File: src/rtl/rc_irq_pkg.sv
package rc_irq_pkg;
  localparam int REG_W      = 8;
  localparam int NGRP       = 3;
  localparam int ADDR_W     = 2;
  localparam int ROUTE_ADDR = 3;
  localparam int SEL_LSB    = 4;
  localparam logic [REG_W-1:0] ROUTE_MASK = 8'h77;

  // next value of one sticky bit: an event wins over a clearing read
  function automatic logic f_sticky(input logic cond, input logic cur, input logic clr);
    return cond | (cur & ~clr);
  endfunction

  // groups of the route register that feed pin 'pin'
  function automatic logic [NGRP-1:0] f_pin_groups(input logic [REG_W-1:0] route,
                                                   input logic pin);
    logic [NGRP-1:0] m;
    for (int g = 0; g < NGRP; g++)
      m[g] = route[g] & (route[SEL_LSB+g] == pin);
    return m;
  endfunction
endpackage

File: src/rtl/rc_irq_group.sv
module rc_irq_group #(
  parameter int W = 2
) (
  input  logic         clk,
  input  logic         rst_n,
  input  logic [W-1:0] cond,
  input  logic         rd_hit,
  output logic [W-1:0] stat,
  output logic         any_set
);
  import rc_irq_pkg::*;

  logic [W-1:0] stat_q;

  for (genvar i = 0; i < W; i++) begin : g_bit
    always_ff @(posedge clk or negedge rst_n) begin
      if (!rst_n) stat_q[i] <= 1'b0;
      else        stat_q[i] <= f_sticky(cond[i], stat_q[i], rd_hit);
    end

    // an event always lands in the status bit
    p_set_r2: assert property (@(posedge clk) disable iff (!rst_n)
      cond[i] |=> stat_q[i]);
    // a bit is kept without a read or while its condition holds
    p_hold_r5: assert property (@(posedge clk) disable iff (!rst_n)
      (stat_q[i] && (!rd_hit || cond[i])) |=> stat_q[i]);
    // a read with the condition gone clears the bit
    p_clear_r4: assert property (@(posedge clk) disable iff (!rst_n)
      (rd_hit && !cond[i]) |=> !stat_q[i]);
  end

  assign stat    = stat_q;
  assign any_set = |stat_q;
endmodule

File: src/rtl/rc_irq_route.sv
module rc_irq_route (
  input  logic                          clk,
  input  logic                          rst_n,
  input  logic                          wr_hit,
  input  logic [rc_irq_pkg::REG_W-1:0]  wdata,
  input  logic [rc_irq_pkg::NGRP-1:0]   grp_any,
  output logic [rc_irq_pkg::REG_W-1:0]  route,
  output logic [1:0]                    irq_n
);
  import rc_irq_pkg::*;

  logic [REG_W-1:0] route_q;
  logic [NGRP-1:0]  feed0, feed1;

  always_ff @(posedge clk or negedge rst_n) begin
    if (!rst_n)      route_q <= '0;
    else if (wr_hit) route_q <= wdata & ROUTE_MASK;
  end

  assign feed0 = f_pin_groups(route_q, 1'b0) & grp_any;
  assign feed1 = f_pin_groups(route_q, 1'b1) & grp_any;
  assign irq_n = ~{|feed1, |feed0};
  assign route = route_q;

  // route register only moves on its own write
  p_route_keep_r10: assert property (@(posedge clk) disable iff (!rst_n)
    !wr_hit |=> $stable(route_q));
  // with every group disabled both pins are idle
  p_idle_pins_r9: assert property (@(posedge clk) disable iff (!rst_n)
    (route_q[NGRP-1:0] == '0) |-> (irq_n == 2'b11));
  // reserved route bits never become set
  p_resv_r7: assert property (@(posedge clk) disable iff (!rst_n)
    (route_q & ~ROUTE_MASK) == '0);
endmodule

File: src/rtl/rc_irq_rdport.sv
module rc_irq_rdport (
  input  logic                          clk,
  input  logic                          rst_n,
  input  logic                          rd,
  input  logic [rc_irq_pkg::ADDR_W-1:0] addr,
  input  logic [rc_irq_pkg::REG_W-1:0]  reg0,
  input  logic [rc_irq_pkg::REG_W-1:0]  reg1,
  input  logic [rc_irq_pkg::REG_W-1:0]  reg2,
  input  logic [rc_irq_pkg::REG_W-1:0]  reg3,
  output logic [rc_irq_pkg::REG_W-1:0]  rdata
);
  import rc_irq_pkg::*;

  logic [REG_W-1:0] sel_d, rdata_q;

  always_comb begin
    unique case (addr)
      2'd0:    sel_d = reg0;
      2'd1:    sel_d = reg1;
      2'd2:    sel_d = reg2;
      default: sel_d = reg3;
    endcase
  end

  always_ff @(posedge clk or negedge rst_n) begin
    if (!rst_n)  rdata_q <= '0;
    else if (rd) rdata_q <= sel_d;
  end

  assign rdata = rdata_q;

  // read data holds between reads
  p_rdata_hold_r11: assert property (@(posedge clk) disable iff (!rst_n)
    !rd |=> $stable(rdata_q));
endmodule

File: src/rtl/rc_irq_ctrl.sv
module rc_irq_ctrl #(
  parameter int FIFO_W  = 2,
  parameter int ARITH_W = 8,
  parameter int ADC_W   = 2
) (
  input  logic                         clk,
  input  logic                         rst_n,
  input  logic [FIFO_W-1:0]            cond_fifo,
  input  logic [ARITH_W-1:0]           cond_arith,
  input  logic [ADC_W-1:0]             cond_adc,
  input  logic [rc_irq_pkg::ADDR_W-1:0] bus_addr,
  input  logic                         bus_rd,
  input  logic                         bus_wr,
  input  logic [rc_irq_pkg::REG_W-1:0] bus_wdata,
  output logic [rc_irq_pkg::REG_W-1:0] bus_rdata,
  output logic [1:0]                   irq_n
);
  import rc_irq_pkg::*;

  logic [NGRP-1:0]   rd_hit;
  logic [NGRP-1:0]   grp_any;
  logic              route_wr;
  logic [FIFO_W-1:0] st_fifo;
  logic [ARITH_W-1:0] st_arith;
  logic [ADC_W-1:0]  st_adc;
  logic [REG_W-1:0]  x_fifo, x_arith, x_adc, route;

  for (genvar g = 0; g < NGRP; g++) begin : g_dec
    assign rd_hit[g] = bus_rd && (bus_addr == ADDR_W'(g));
  end
  assign route_wr = bus_wr && (bus_addr == ADDR_W'(ROUTE_ADDR));

  rc_irq_group #(.W(FIFO_W)) u_fifo (
    .clk(clk), .rst_n(rst_n), .cond(cond_fifo), .rd_hit(rd_hit[0]),
    .stat(st_fifo), .any_set(grp_any[0]));
  rc_irq_group #(.W(ARITH_W)) u_arith (
    .clk(clk), .rst_n(rst_n), .cond(cond_arith), .rd_hit(rd_hit[1]),
    .stat(st_arith), .any_set(grp_any[1]));
  rc_irq_group #(.W(ADC_W)) u_adc (
    .clk(clk), .rst_n(rst_n), .cond(cond_adc), .rd_hit(rd_hit[2]),
    .stat(st_adc), .any_set(grp_any[2]));

  always_comb begin
    x_fifo  = '0; x_fifo[FIFO_W-1:0]   = st_fifo;
    x_arith = '0; x_arith[ARITH_W-1:0] = st_arith;
    x_adc   = '0; x_adc[ADC_W-1:0]     = st_adc;
  end

  rc_irq_route u_route (
    .clk(clk), .rst_n(rst_n), .wr_hit(route_wr), .wdata(bus_wdata),
    .grp_any(grp_any), .route(route), .irq_n(irq_n));

  rc_irq_rdport u_rd (
    .clk(clk), .rst_n(rst_n), .rd(bus_rd), .addr(bus_addr),
    .reg0(x_fifo), .reg1(x_arith), .reg2(x_adc), .reg3(route),
    .rdata(bus_rdata));

  // input rule relied upon by the port checks
  p_strobe_excl_r3: assert property (@(posedge clk) disable iff (!rst_n)
    !(bus_rd && bus_wr));
  // a read of group 0 leaves the converter group unchanged when it has no event
  p_other_keep_r6: assert property (@(posedge clk) disable iff (!rst_n)
    (!rd_hit[2] && cond_adc == '0) |=> $stable(st_adc));
endmodule

File: config.mk
export PLATFORM = sky130hd
export DESIGN_NAME = rc_irq_ctrl
export DESIGN_NICKNAME = d
export VERILOG_FILES = /design/src/rtl/rc_irq_pkg.sv /design/src/rtl/rc_irq_group.sv /design/src/rtl/rc_irq_route.sv /design/src/rtl/rc_irq_rdport.sv /design/src/rtl/rc_irq_ctrl.sv
export SDC_FILE = /design/constraint.sdc
export NUM_CORES = 1
export LEC_CHECK = 0
export ABC_CLOCK_PERIOD_IN_PS = 2500
export BUFFER_PORTS_ARGS = -buffer_cell sky130_fd_sc_hd__buf_2
export CORE_ASPECT_RATIO = 0.7
export CORE_UTILIZATION = 53
export DETAILED_ROUTE_END_ITERATION = 6
export PLACE_DENSITY = 0.83
export SLEW_MARGIN = 30
export SYNTH_ARGS = -nofsm -noshare
export SYNTH_HDL_FRONTEND = slang
export SYNTH_SLANG_ARGS = --single-unit
export TNS_END_PERCENT = 50
File: constraint.sdc
create_clock -name clk -period 2.5 [get_ports clk]
set_input_delay 0.75 -clock clk [delete_from_list [all_inputs] [get_ports clk]]
set_output_delay 0.75 -clock clk [all_outputs]
set_load 0.03 [all_outputs]
* Word-level counts from Yosys, hierarchy flattened *
Cells that the tools add are included.

operators by class
  $add $sub $neg = 0
  $mul = 0
  div/mod/pow operators = 0
  order comparisons = 0
  equality and inequality tests = 3
  shift-type cells = 0
  mux-type cells = 1
  bitwise gates (word level) = 39
  reductions and logical operators = 10

operators by type and width
  kind                count
  $pmux 8 s3          1
  $and 1x1->1         18
  $or 1x1->1          12
  $reduce_or 8->1     1
  $and 3x3->3         2
  $not 1->1           6
  $reduce_or 3->1     2
  $eq 2x2->1 const B  2
  $logic_and 1x1->1   4
  $reduce_or 2->1     2
  $eq 2x1->1 const B  1
  $logic_not 2->1     1
  $not 2->2           1

word-level totals
  flip-flop bits (word level) = 26
  latch bits = 0
  memory bits (writable) = 0
  memory bits (read-only) = 0
  input port bits = 26
  output and inout bits = 10
  logic and storage cells = 67
  memories kept = 0

* Logic depth before layout (Yosys ltp) *
Gate-level depths: netlist (run 1).

  depth after elaboration = 5
  mapped depth = 4
  depth with buffers taken out = 3

* Modules after synthesis *
A second synthesis (run 1) with hierarchy kept.

second synthesis, totals
  cells, all modules = 106
  area, all modules = 1311.3 um2

by module, submodules not included
  module                    times used  cells an instance  area each (um2)  seq. area each (um2)
  rc_irq_rdport             1           45                 525.5            200.2
  rc_irq_route              1           24                 317.8            150.1
  rc_irq_group (u_arith)    1           20                 281.5            200.2
  rc_irq_group (u_adc ...)  2           6                  75.1             50.0
  rc_irq_ctrl               1           5                  36.3             0.0

* Least setup slack after synthesis (run 1) *
Ideal clock, no wire load.

  path kind = register to output
  start = register u_arith.stat_q[3], in the netlist u_arith.stat[3]
  end = output port irq_n[0]
  arrival = 1.270 ns
  setup slack = 0.480 ns
  cell stages (with the launch flop) = 4
  cell sequence = dfrtp_1 nor4_1 nand2_1 a31oi_1

on the way
  cells in the longest elaborated chain, start to end = 4

RTL lines
  item                             line                text
  start, declared                  rc_irq_group.sv:13  logic [W-1:0] stat_q;
  start signal, assigned by index  rc_irq_group.sv:18  else stat_q[i] <= f_sticky(cond[i], stat_q[i], rd_hit);
  $reduce_or 8->1                  rc_irq_group.sv:33  assign any_set = |stat_q;
  $and 3x3->3                      rc_irq_route.sv:20  assign feed0 = f_pin_groups(route_q, 1'b0) & grp_any;
  $reduce_or 3->1                  rc_irq_route.sv:22  assign irq_n = ~{|feed1, |feed0};
  $not 2->2                        rc_irq_route.sv:22
  end, declared                    rc_irq_ctrl.sv:16   output logic [1:0] irq_n

No other way between the ends.

* Worst setup path in the final report (run 1) *
Ends and elaborated chain as after synthesis.

==> results of run 1 <==
-- through the flow --
stage / util / cells / hold slack [ns] / cell area (µm²) / power [mW]
6_report: 0.6975 / 149 / 0.3945 / 1350 / 0.9128
5_1_grt: 0.6975 / 149 / 0.4158 / 1350 / 0.9619
4_1_cts: 0.6942 / 149 / 0.4093 / 1344 / 0.9185
3_5_place_dp: 0.6755 / 145 / 0.4921 / 1308 / 0.7128
3_3_place_gp: 0.6755 / 145 / 0.4886 / 1308 / 0.7040
2_1_floorplan: - / 92 / 0.4544 / 1131 / 0.6368
-- Yosys cell counts (all sizes together), types with 2 or more instances --
cell type | instances | area share
o22ai | 8 | 0.044
a21o | 12 | 0.080
inv | 13 | 0.043
a31oi | 2 | 0.011
mux2 | 8 | 0.083
nand2 | 5 | 0.017
dfrtp | 26 | 0.58
o221ai | 2 | 0.021
mux2i | 6 | 0.053
buf | 2 | 0.014
nor4 | 2 | 0.011
o21ai | 2 | 0.0088
-- sequential cells by signal (all words and copies together) (netlist names) --
| signal | count |
|---|---|
| u_rd.rdata | 8 |
| u_fifo.stat | 2 |
| u_adc.stat | 2 |
| u_route.route | 6 |
| u_arith.stat | 8 |
-- cells by family (layout without fill, tap and decap cells) --
family	after synthesis	count (layout)	share of synthesized area
buffers and inverters	15	50	0.05752
AO/OA/AOI/OAI	26	26	0.1648
AND/OR/NAND/NOR	11	11	0.06638
flip-flops	26	26	0.5752
multiplexers	14	14	0.1361
-- worst register-to-register path: cells and delay by family, from the launching register on --
kind | cells | cell delay, ns
AOI/OAI and AO/OA | 1 | 0.10
DFF | 1 | 0.42
muxes | 1 | 0.27
and+or+nand+nor | 1 | 0.07
-- per-layer routing --
metal,routed length [µm],part of all wire,vias to the layer above
li1,-,-,398
met2,909,0.42,37
met5,0,0,-
met4,30,0.014,0
met3,175,0.081,6
met1,1039,0.48,395
-- cell type report --
cell class	count	area, µm²	share of cell area
inverters	13	48.80	0.03614
clock buffers	4	36.28	0.02688
repair buffers	33	165.2	0.1223
flip-flops and latches	26	650.6	0.4819
multi-input cells	51	421.7	0.3123
well taps	22	27.53	0.02039
-- timing repair --
item                                    in CTS  in global routing
endpoints found under the setup margin       0                  1
buffers inserted                             0                  0
resized for setup                            0                  1
-- power by group through the flow --
stage	registers [mW]	clock network, mW	logic, mW
finish	0.497	0.208	0.207
global route	0.504	0.230	0.228
CTS	0.496	0.213	0.209
detailed placement	0.505	0	0.208
global placement	0.502	0	0.201
floorplan	0.527	0	0.110
-- worst max-delay path by stage --
stage	from	slack (ns)	end
floorplan	u_arith.stat[3]	0.48	irq_n[0]
global placement	u_arith.stat[3]	0.53	irq_n[0]
detailed placement	u_arith.stat[3]	0.51	irq_n[0]
CTS	u_arith.stat[3]	0.12	irq_n[0]
global route	u_arith.stat[5]	0.01	irq_n[0]
finish	u_arith.stat[3]	0.12	irq_n[0]
==> flow_summary.toml, run 1 <==
[cts]
hold_buffers = 0
clk_transition_reported_paths_ns = 0.13
insertion_delay_ns = 0.32
cts_root_buffer = "sky130_fd_sc_hd__clkbuf_4"
cts_tree = "yes"
cts_made_buffers = 3
clock_tree.htree_level_count = 1
maximum_count_of_clock_buffers_along_a_single_path = 2
cts.sink_count = 26

[drt]
wl_per_cell_um = 14.46
firstDrtPassIters = 6
via_per_inst = 5.611
drc = 2
initialDrtViolationCount = 20
antenna_left = 0
routed-via-count = 836
routed_wirelength_um = 2155

[global_route]
grt_pass1_vias = 765
globalRouteMet3Util = 0.08202
globalRoute.totalOverflow = 0
grtUsageMet1 = 0.2988
largest_net_degree_at_the_start_of_global_routing = 27
busiest_layer = "met2"
grt_util_met2 = 0.3382
grt_use_total = 0.2236
first_pass_grt_wire_length_um = 3574
antenna_found_initial = 0

[setup_path]
path_cells = "nor4_1, nand2_1, a31oi_1, buf_2"
reg2regPathDepth = 3
regToRegSetupSlack_ns = 1.52
cp_slowest_cell = "sky130_fd_sc_hd__dfrtp_1"
path_delay_family = "flip-flops"
crit_cells = 4
critical_path.reg2reg.endpoint = "u_rd.rdata[0]"
timing.critical_path.buf_inv = 1
largest_incremental_delay_on_the_critical_path_ns = 0.43
reg2reg_from = "u_adc.stat[0]"
worstSetupPathType = "reg -> out"
worst_ep_arrival_time_ns = 1.63
worst_setup_path_end_kind = "primary output"
setup.worst_path.start_class = "register"
critical_path_peak_fanout = 3
timing.critical_path.required_ns = 1.75

[placement]
routabilityCongestion = 0.7380
port_buffers = 33
dp_hpwl_um = 1642
dp_worst_setup_slack_ns = 0.5069

[cells_and_area]
fillCellCount = 146
leading_cell_type_in_the_layout_fill_and_taps_excluded = "sky130_fd_sc_hd__buf_2"
most-common-layout-cells = "sky130_fd_sc_hd__buf_2 (33), sky130_fd_sc_hd__dfrtp_1 (26), sky130_fd_sc_hd__inv_1 (13)"
finish.net_count = 154
layout_cell_share_with_drive_strength_beyond_1 = 0.3858
p_r_area_growth_vs_syn_pct = 19.36
antennaDiodeCount = 0

[floorplanning]
die-height_um = 40.65
pin_count = 36
dieWidth_um = 57.22
floorplan.initialDensity = 0.5844
placementRows = 13
floorplan.die_area_um2 = 2326
core_region_area_um2 = 1936

[yosys]
synth-seq-area-share = 0.5752
ys_async_sr_fraction = 1.000
synth_enable_flop_cells = 0
synth_nets = 118
synth.distinct_cells = 19
yosys_most_used_dff = "sky130_fd_sc_hd__dfrtp_1"
yosys_warnings = 0
cell_area_synth_um2 = 1131
synthesis.area_per_instance_um2 = 12.29
synth.ff_latch_count = 26
number_of_instances_in_the_synthesized_netlist = 92

[timing]
maxClockFrequency_mhz = 420.8
final_max_slew_viol_count = 0
final.setup_skew_ns = 0.003032
post-route-min-period_ns = 2.376
timing_hold_violations_final = 0
final.setup.worst_slack_ns = 0.1236
slew_at_the_pin_closest_to_its_max_slew_limit_ns = 0.5601
setup_violations = 0
rsz0062_at_grt = "false"
final_clock_period_utilization_by_the_worst_path = 0.9506
maxSlewHeadroom = 0.6266
totalNegativeSetupSlack_ns = 0

[pwr]
power_report.internal_total_mw = 0.6358
seq_power_share = 0.545
ir_drop_mv = 0.4757
switchingPower_mw = 0.2770
power_frac_clock = 0.228
comb_power_share = 0.227
swShare = 0.3035
power_density_nw_per_um2 = 676.2
static-leakage-power_nw = 0.6651

[run]
max_cap_violations = 0

[run_status]
outcome = "finished with violations"
violated_checks = "DRC"

[hold_path]
hold_class = "in -> async"
(Power assumes the default switching activity.)
==> run 2, diff against run 1 <==
--- a/config.mk
+++ b/config.mk
@@ -6,4 +6,5 @@
 export NUM_CORES = 1
 export LEC_CHECK = 0
+export ABC_AREA = 1
 export ABC_CLOCK_PERIOD_IN_PS = 2500
 export BUFFER_PORTS_ARGS = -buffer_cell sky130_fd_sc_hd__buf_2
@@ -11,5 +12,5 @@
 export CORE_UTILIZATION = 53
 export DETAILED_ROUTE_END_ITERATION = 6
-export PLACE_DENSITY = 0.83
+export PLACE_DENSITY = 0.82
 export SLEW_MARGIN = 30
 export SYNTH_ARGS = -nofsm -noshare
==> constraint.sdc (replaced) <==
create_clock -name clk -period 2.5 [get_ports clk]
set_input_delay 0.75 -clock clk [delete_from_list [all_inputs] [get_ports clk]]
set_output_delay 0.75 -clock clk [all_outputs]
set_load 0.005 [all_outputs]
==> flow_summary.toml, run 2 <==
[yosys]
yosys.cell_count.top_type = "sky130_fd_sc_hd__nand2_1"
synthesis.area_per_instance_um2 = 9.160
number_of_instances_in_the_synthesized_netlist = 131
synth.distinct_cells = 19
yosys.area.top_type = "sky130_fd_sc_hd__dfrtp_1"
netlist_top_cells_count = "sky130_fd_sc_hd__nand2_1 (32), sky130_fd_sc_hd__dfrtp_1 (26), sky130_fd_sc_hd__nor2_1 (15), sky130_fd_sc_hd__nand3_1 (13), sky130_fd_sc_hd__inv_1 (9)"
area_contributors_post_synth = "sky130_fd_sc_hd__dfrtp_1 (54%), sky130_fd_sc_hd__nand2_1 (10%), sky130_fd_sc_hd__nand3_1 (5.4%)"
cell_area_synth_um2 = 1200
yosys_warnings = 0
yosys_most_used_dff = "sky130_fd_sc_hd__dfrtp_1"
synth_nets = 157
synth.top_cell.area_share = 0.5422
ys_async_sr_fraction = 1.000
synth.ff_latch_count = 26
synth-seq-area-share = 0.5422
synth_enable_flop_cells = 0

[floorplanning]
placementRows = 14
floorplan.initialDensity = 0.5615
die-height_um = 41.81
pin_count = 36
floorplan.die_area_um2 = 2461
core_region_area_um2 = 2137
dieWidth_um = 58.87

[setup_path]
worstSetupPathType = "reg -> out"
reg2regPathDepth = 4
timing.critical_path.required_ns = 1.75
crit_path_start = "u_arith.stat[5]"
reg2reg_from = "u_adc.stat[0]"
regToRegSetupSlack_ns = 1.66
worst_ep_arrival_time_ns = 1.31
critical_path_peak_fanout = 3
critical_path.reg2reg.endpoint = "u_rd.rdata[0]"
worst_setup_path_endpoint = "irq_n[1]"
setup.worst_path.start_class = "register"
worst_setup_path_end_kind = "primary output"

[cts]
cts_made_buffers = 3
cts_tree = "yes"
insertion_delay_ns = 0.32
hold_buffers = 0
cts.sink_count = 26
number_of_post_cts_setup_repair_buffers = 0
maximum_count_of_clock_buffers_along_a_single_path = 2
clk_transition_reported_paths_ns = 0.14
post_cts_resize_count = 0
cts_root_buffer = "sky130_fd_sc_hd__clkbuf_4"
clock_tree.htree_level_count = 1

[timing]
rsz0062_at_grt = "false"
maxSlewHeadroom = 0.6285
totalNegativeSetupSlack_ns = 0
final_max_slew_viol_count = 0
post-route-min-period_ns = 2.062
setup_violations = 0
fin_hold_ws_ns = 0.3932
maxClockFrequency_mhz = 484.9
slew_at_the_pin_closest_to_its_max_slew_limit_ns = 0.5573
final.setup_skew_ns = 0.0008908
timing_hold_violations_final = 0
final_clock_period_utilization_by_the_worst_path = 0.8250
final.setup.worst_slack_ns = 0.4375

[placement]
placed_cells = 194
placed_area_um2 = 1383
dp_hpwl_um = 1845
dp_worst_setup_slack_ns = 0.8017
routabilityCongestion = 0.8901
port_buffers = 33

[cells_and_area]
fillCellCount = 198
cell_area_after_layout_um2 = 1435
most-common-layout-cells = "sky130_fd_sc_hd__buf_2 (33), sky130_fd_sc_hd__nand2_1 (32), sky130_fd_sc_hd__dfrtp_1 (26)"
p_r_area_growth_vs_syn_pct = 19.60
leading_cell_type_in_the_layout_fill_and_taps_excluded = "sky130_fd_sc_hd__buf_2"
antennaDiodeCount = 0
final-instance-count-excl-fill = 198
finish.net_count = 193
layout_cell_share_with_drive_strength_beyond_1 = 0.3072
final_core_util = 0.6715

[hold_path]
hold_class = "in -> async"

[drt]
via_per_inst = 4.949
drc = 0
routed-via-count = 980
wl_per_cell_um = 12.22
antenna_left = 0
firstDrtPassIters = 4
initialDrtViolationCount = 38
routed_wirelength_um = 2419

[pwr]
static-leakage-power_nw = 0.7622
power_mw = 0.9241
power_density_nw_per_um2 = 643.9
ir_drop_mv = 0.5084

[global_route]
grt_pass1_vias = 925
first_pass_grt_wire_length_um = 4215
largest_net_degree_at_the_start_of_global_routing = 27
grt_use_total = 0.2373
globalRoute.totalOverflow = 0
antenna_found_initial = 0

[run]
max_cap_violations = 0

[run_status]
outcome = "completed"
-- run 2: cell count changes in the layout (fill, tap and decap cells not counted), sizes merged, moves of 6 or more --
cell / before / now
nor2: 0 / 17
o22ai: 8 / 0
o21bai: 0 / 6
mux2: 8 / 0
nand2: 5 / 35
nand3: 1 / 14
a21o: 12 / 6
mux2i: 6 / 0
-- run 2: critical path, stage by stage (launching register included) --
cell                      delay (ns)
sky130_fd_sc_hd__dfrtp_1        0.42
sky130_fd_sc_hd__nor2_1         0.11
sky130_fd_sc_hd__nand2_1        0.06
sky130_fd_sc_hd__nor2_1         0.15
sky130_fd_sc_hd__nor2_1         0.05
sky130_fd_sc_hd__nor2_1         0.09
sky130_fd_sc_hd__buf_2          0.11
-- run 2: worst min-delay path by stage --
stage | start | end | slack [ns] | depth (start not counted)
after floorplan | rst_n | u_adc.stat[0] | 0.45 | 0
after CTS | rst_n | u_route.route[5] | 0.41 | 1
after global routing | rst_n | u_route.route[5] | 0.41 | 1
after detailed placement | u_rd.rdata[1] | u_rd.rdata[1] | 0.47 | 2
after global placement | u_rd.rdata[1] | u_rd.rdata[1] | 0.46 | 2
final | rst_n | u_rd.rdata[0] | 0.39 | 1
-- run 2: layer usage --
metal	wire, µm	part of all wire	global-route usage
met1	1083	0.45	0.3064
met2	1230	0.51	0.3955
met3	85	0.035	0.06542
met4	19	0.0079	0.05714
met5	0	0	0
-- run 2: layout make-up --
class,instances,area (µm²),share of cell area
flip-flops and latches,26,650.6,0.4534
clock inverters,1,30.03,0.02092
well taps,32,40.04,0.02790
inverters,13,53.80,0.03749
repair buffers,33,165.2,0.1151
clock buffers,3,22.52,0.01569
multi-input cells,90,473.0,0.3296
-- run 2: power by group --
part	internal, mW	total (mW)	switching (mW)
clock	0.162	0.287	0.125
sequential	0.460	0.487	0.0267
combinational	0.0663	0.150	0.0840
-- run 2: cells by family (layout without fill, tap and decap cells) --
kind of cell / Yosys count / in the layout / share of synthesized area
AND/OR/NAND/NOR: 68 / 68 / 0.2586
flip-flops: 26 / 26 / 0.5422
AO/OA/AOI/OAI: 22 / 22 / 0.1356
buffers and inverters: 15 / 50 / 0.06361
==> run 3, diff against run 2 <==
ABC_AREA = 0   (was 1)
ABC_CLOCK_PERIOD_IN_PS = 2050   (was 2500)
CORE_UTILIZATION = 49   (was 53)
PLACE_DENSITY = 0.77   (was 0.82)
clock period = 2.05 ns   (was 2.5 ns; I/O delays follow)
==> flow_summary.toml, run 3 (synthesis gave the netlist of run 1 again) <==
[run_status]
outcome = "completed"

[timing]
rsz0062_at_grt = "true"
final_max_slew_viol_count = 0
post-route-min-period_ns = 2.032
slew_at_the_pin_closest_to_its_max_slew_limit_ns = 0.5508
setup_violations = 0
timing_hold_violations_final = 0
final.setup.worst_slack_ns = 0.01756
final_clock_period_utilization_by_the_worst_path = 0.9914
maxSlewHeadroom = 0.6328
totalNegativeSetupSlack_ns = 0
maxClockFrequency_mhz = 492.0
final.setup_skew_ns = 0.001696

[global_route]
globalRoute.totalOverflow = 0
grt_pass1_vias = 764
grt_use_total = 0.1899
antenna_found_initial = 0
largest_net_degree_at_the_start_of_global_routing = 27
first_pass_grt_wire_length_um = 3463

[drt]
firstDrtPassIters = 4
initialDrtViolationCount = 13
routed-via-count = 806
wl_per_cell_um = 12.61
via_per_inst = 5.006
routed_wirelength_um = 2030
drc = 0
antenna_left = 0

[floorplanning]
floorplan.initialDensity = 0.5207
floorplan.die_area_um2 = 2507
die-height_um = 42.20
core_region_area_um2 = 2172
placementRows = 14
dieWidth_um = 59.43
pin_count = 36

[setup_path]
reg2reg_from = "u_fifo.stat[0]"
critical_path.reg2reg.endpoint = "u_rd.rdata[0]"
worst_setup_path_end_kind = "primary output"
worst_ep_arrival_time_ns = 1.42
worstSetupPathType = "reg -> out"
setup.worst_path.start_class = "register"
critical_path_peak_fanout = 2
regToRegSetupSlack_ns = 1.07
timing.critical_path.required_ns = 1.43
reg2regPathDepth = 3

[pwr]
ir_drop_mv = 0.4870
power_density_nw_per_um2 = 762.2
static-leakage-power_nw = 0.6733
power_mw = 1.050

[placement]
routabilityCongestion = 0.7383
dp_worst_setup_slack_ns = 0.3327
dp_hpwl_um = 1581
port_buffers = 33

[cts]
clock_tree.htree_level_count = 1
clk_transition_reported_paths_ns = 0.13
insertion_delay_ns = 0.32
maximum_count_of_clock_buffers_along_a_single_path = 2
cts_tree = "yes"
cts_made_buffers = 3
hold_buffers = 0
cts.sink_count = 26
cts_root_buffer = "sky130_fd_sc_hd__clkbuf_4"

[hold_path]
hold_class = "in -> async"

[run]
max_cap_violations = 0

[cells_and_area]
most-common-layout-cells = "sky130_fd_sc_hd__buf_2 (33), sky130_fd_sc_hd__dfrtp_1 (26), sky130_fd_sc_hd__inv_1 (13)"
antennaDiodeCount = 0
finish.net_count = 156
leading_cell_type_in_the_layout_fill_and_taps_excluded = "sky130_fd_sc_hd__buf_2"
layout_cell_share_with_drive_strength_beyond_1 = 0.3953
p_r_area_growth_vs_syn_pct = 21.79
run 3: cell count changes in the layout (fill, tap and decap cells not counted), sizes merged, moves of 8 or more:
cell	before	now
mux2	0	8
nand3	14	1
o22ai	0	8
nand2	35	5
nor2	17	0
run 3: final cells by class:
cell class                 count  area, µm²
clock buffer                   4      36.28
multi-input combinational     51      421.7
tap                           32      40.04
sequential                    26      650.6
timing repair buffer          35      180.2
inverter                      13      48.80
fill                         191      794.5
run 3: worst max-delay path by stage:
stage,start,to,slack (ns),cells after the start
3_5_place_dp,u_arith.stat[3],irq_n[1],0.33,4
5_1_grt,u_arith.stat[3],irq_n[0],-0.07,4
4_1_cts,u_arith.stat[3],irq_n[0],-0.005,4
3_3_place_gp,u_arith.stat[3],irq_n[0],0.32,4
2_1_floorplan,u_arith.stat[3],irq_n[0],0.53,3
6_report,u_arith.stat[3],irq_n[0],0.02,4
run 3: timing repair:
action / 4_1_cts / 5_1_grt
hold endpoints to repair: 0 / 0
resized for setup: 1 / 2
pin swaps: 1 / 0
buffers inserted: 1 / 1
setup endpoints to repair: 2 / 2
gates cloned: 0 / 0
run 3: per-layer routing:
layer  track usage  wire [µm]  vias up
li1              -          -      404
met1        0.2784       1040      381
met2        0.2787        904       21
met3       0.06481         84        0
met4       0.02857          0        0
met5             0          0        -
run 3: per-stage QoR:
step           cells  cell area, µm²  hold slack [ns]  utilization
3_3_place_gp     155            1320           0.4870       0.6077
4_1_cts          160            1370           0.2776       0.6308
5_1_grt          161            1378           0.2776       0.6342
6_report         161            1378           0.2615       0.6342
3_5_place_dp     155            1320           0.4972       0.6077
2_1_floorplan     92            1131           0.3194            -
run 3: report_power, final:
part	switching [mW]	leakage, nW	internal [mW]
Sequential	0.0427	0.285	0.565
Clock	0.144	0.0210	0.109
Combinational	0.0863	0.367	0.103
run 3: worst max-delay path: stages, from the launching register on:
cell,delay [ns]
sky130_fd_sc_hd__dfrtp_1,0.43
sky130_fd_sc_hd__nor4_2,0.27
sky130_fd_sc_hd__nand2_1,0.10
sky130_fd_sc_hd__a31oi_1,0.17
sky130_fd_sc_hd__buf_2,0.13
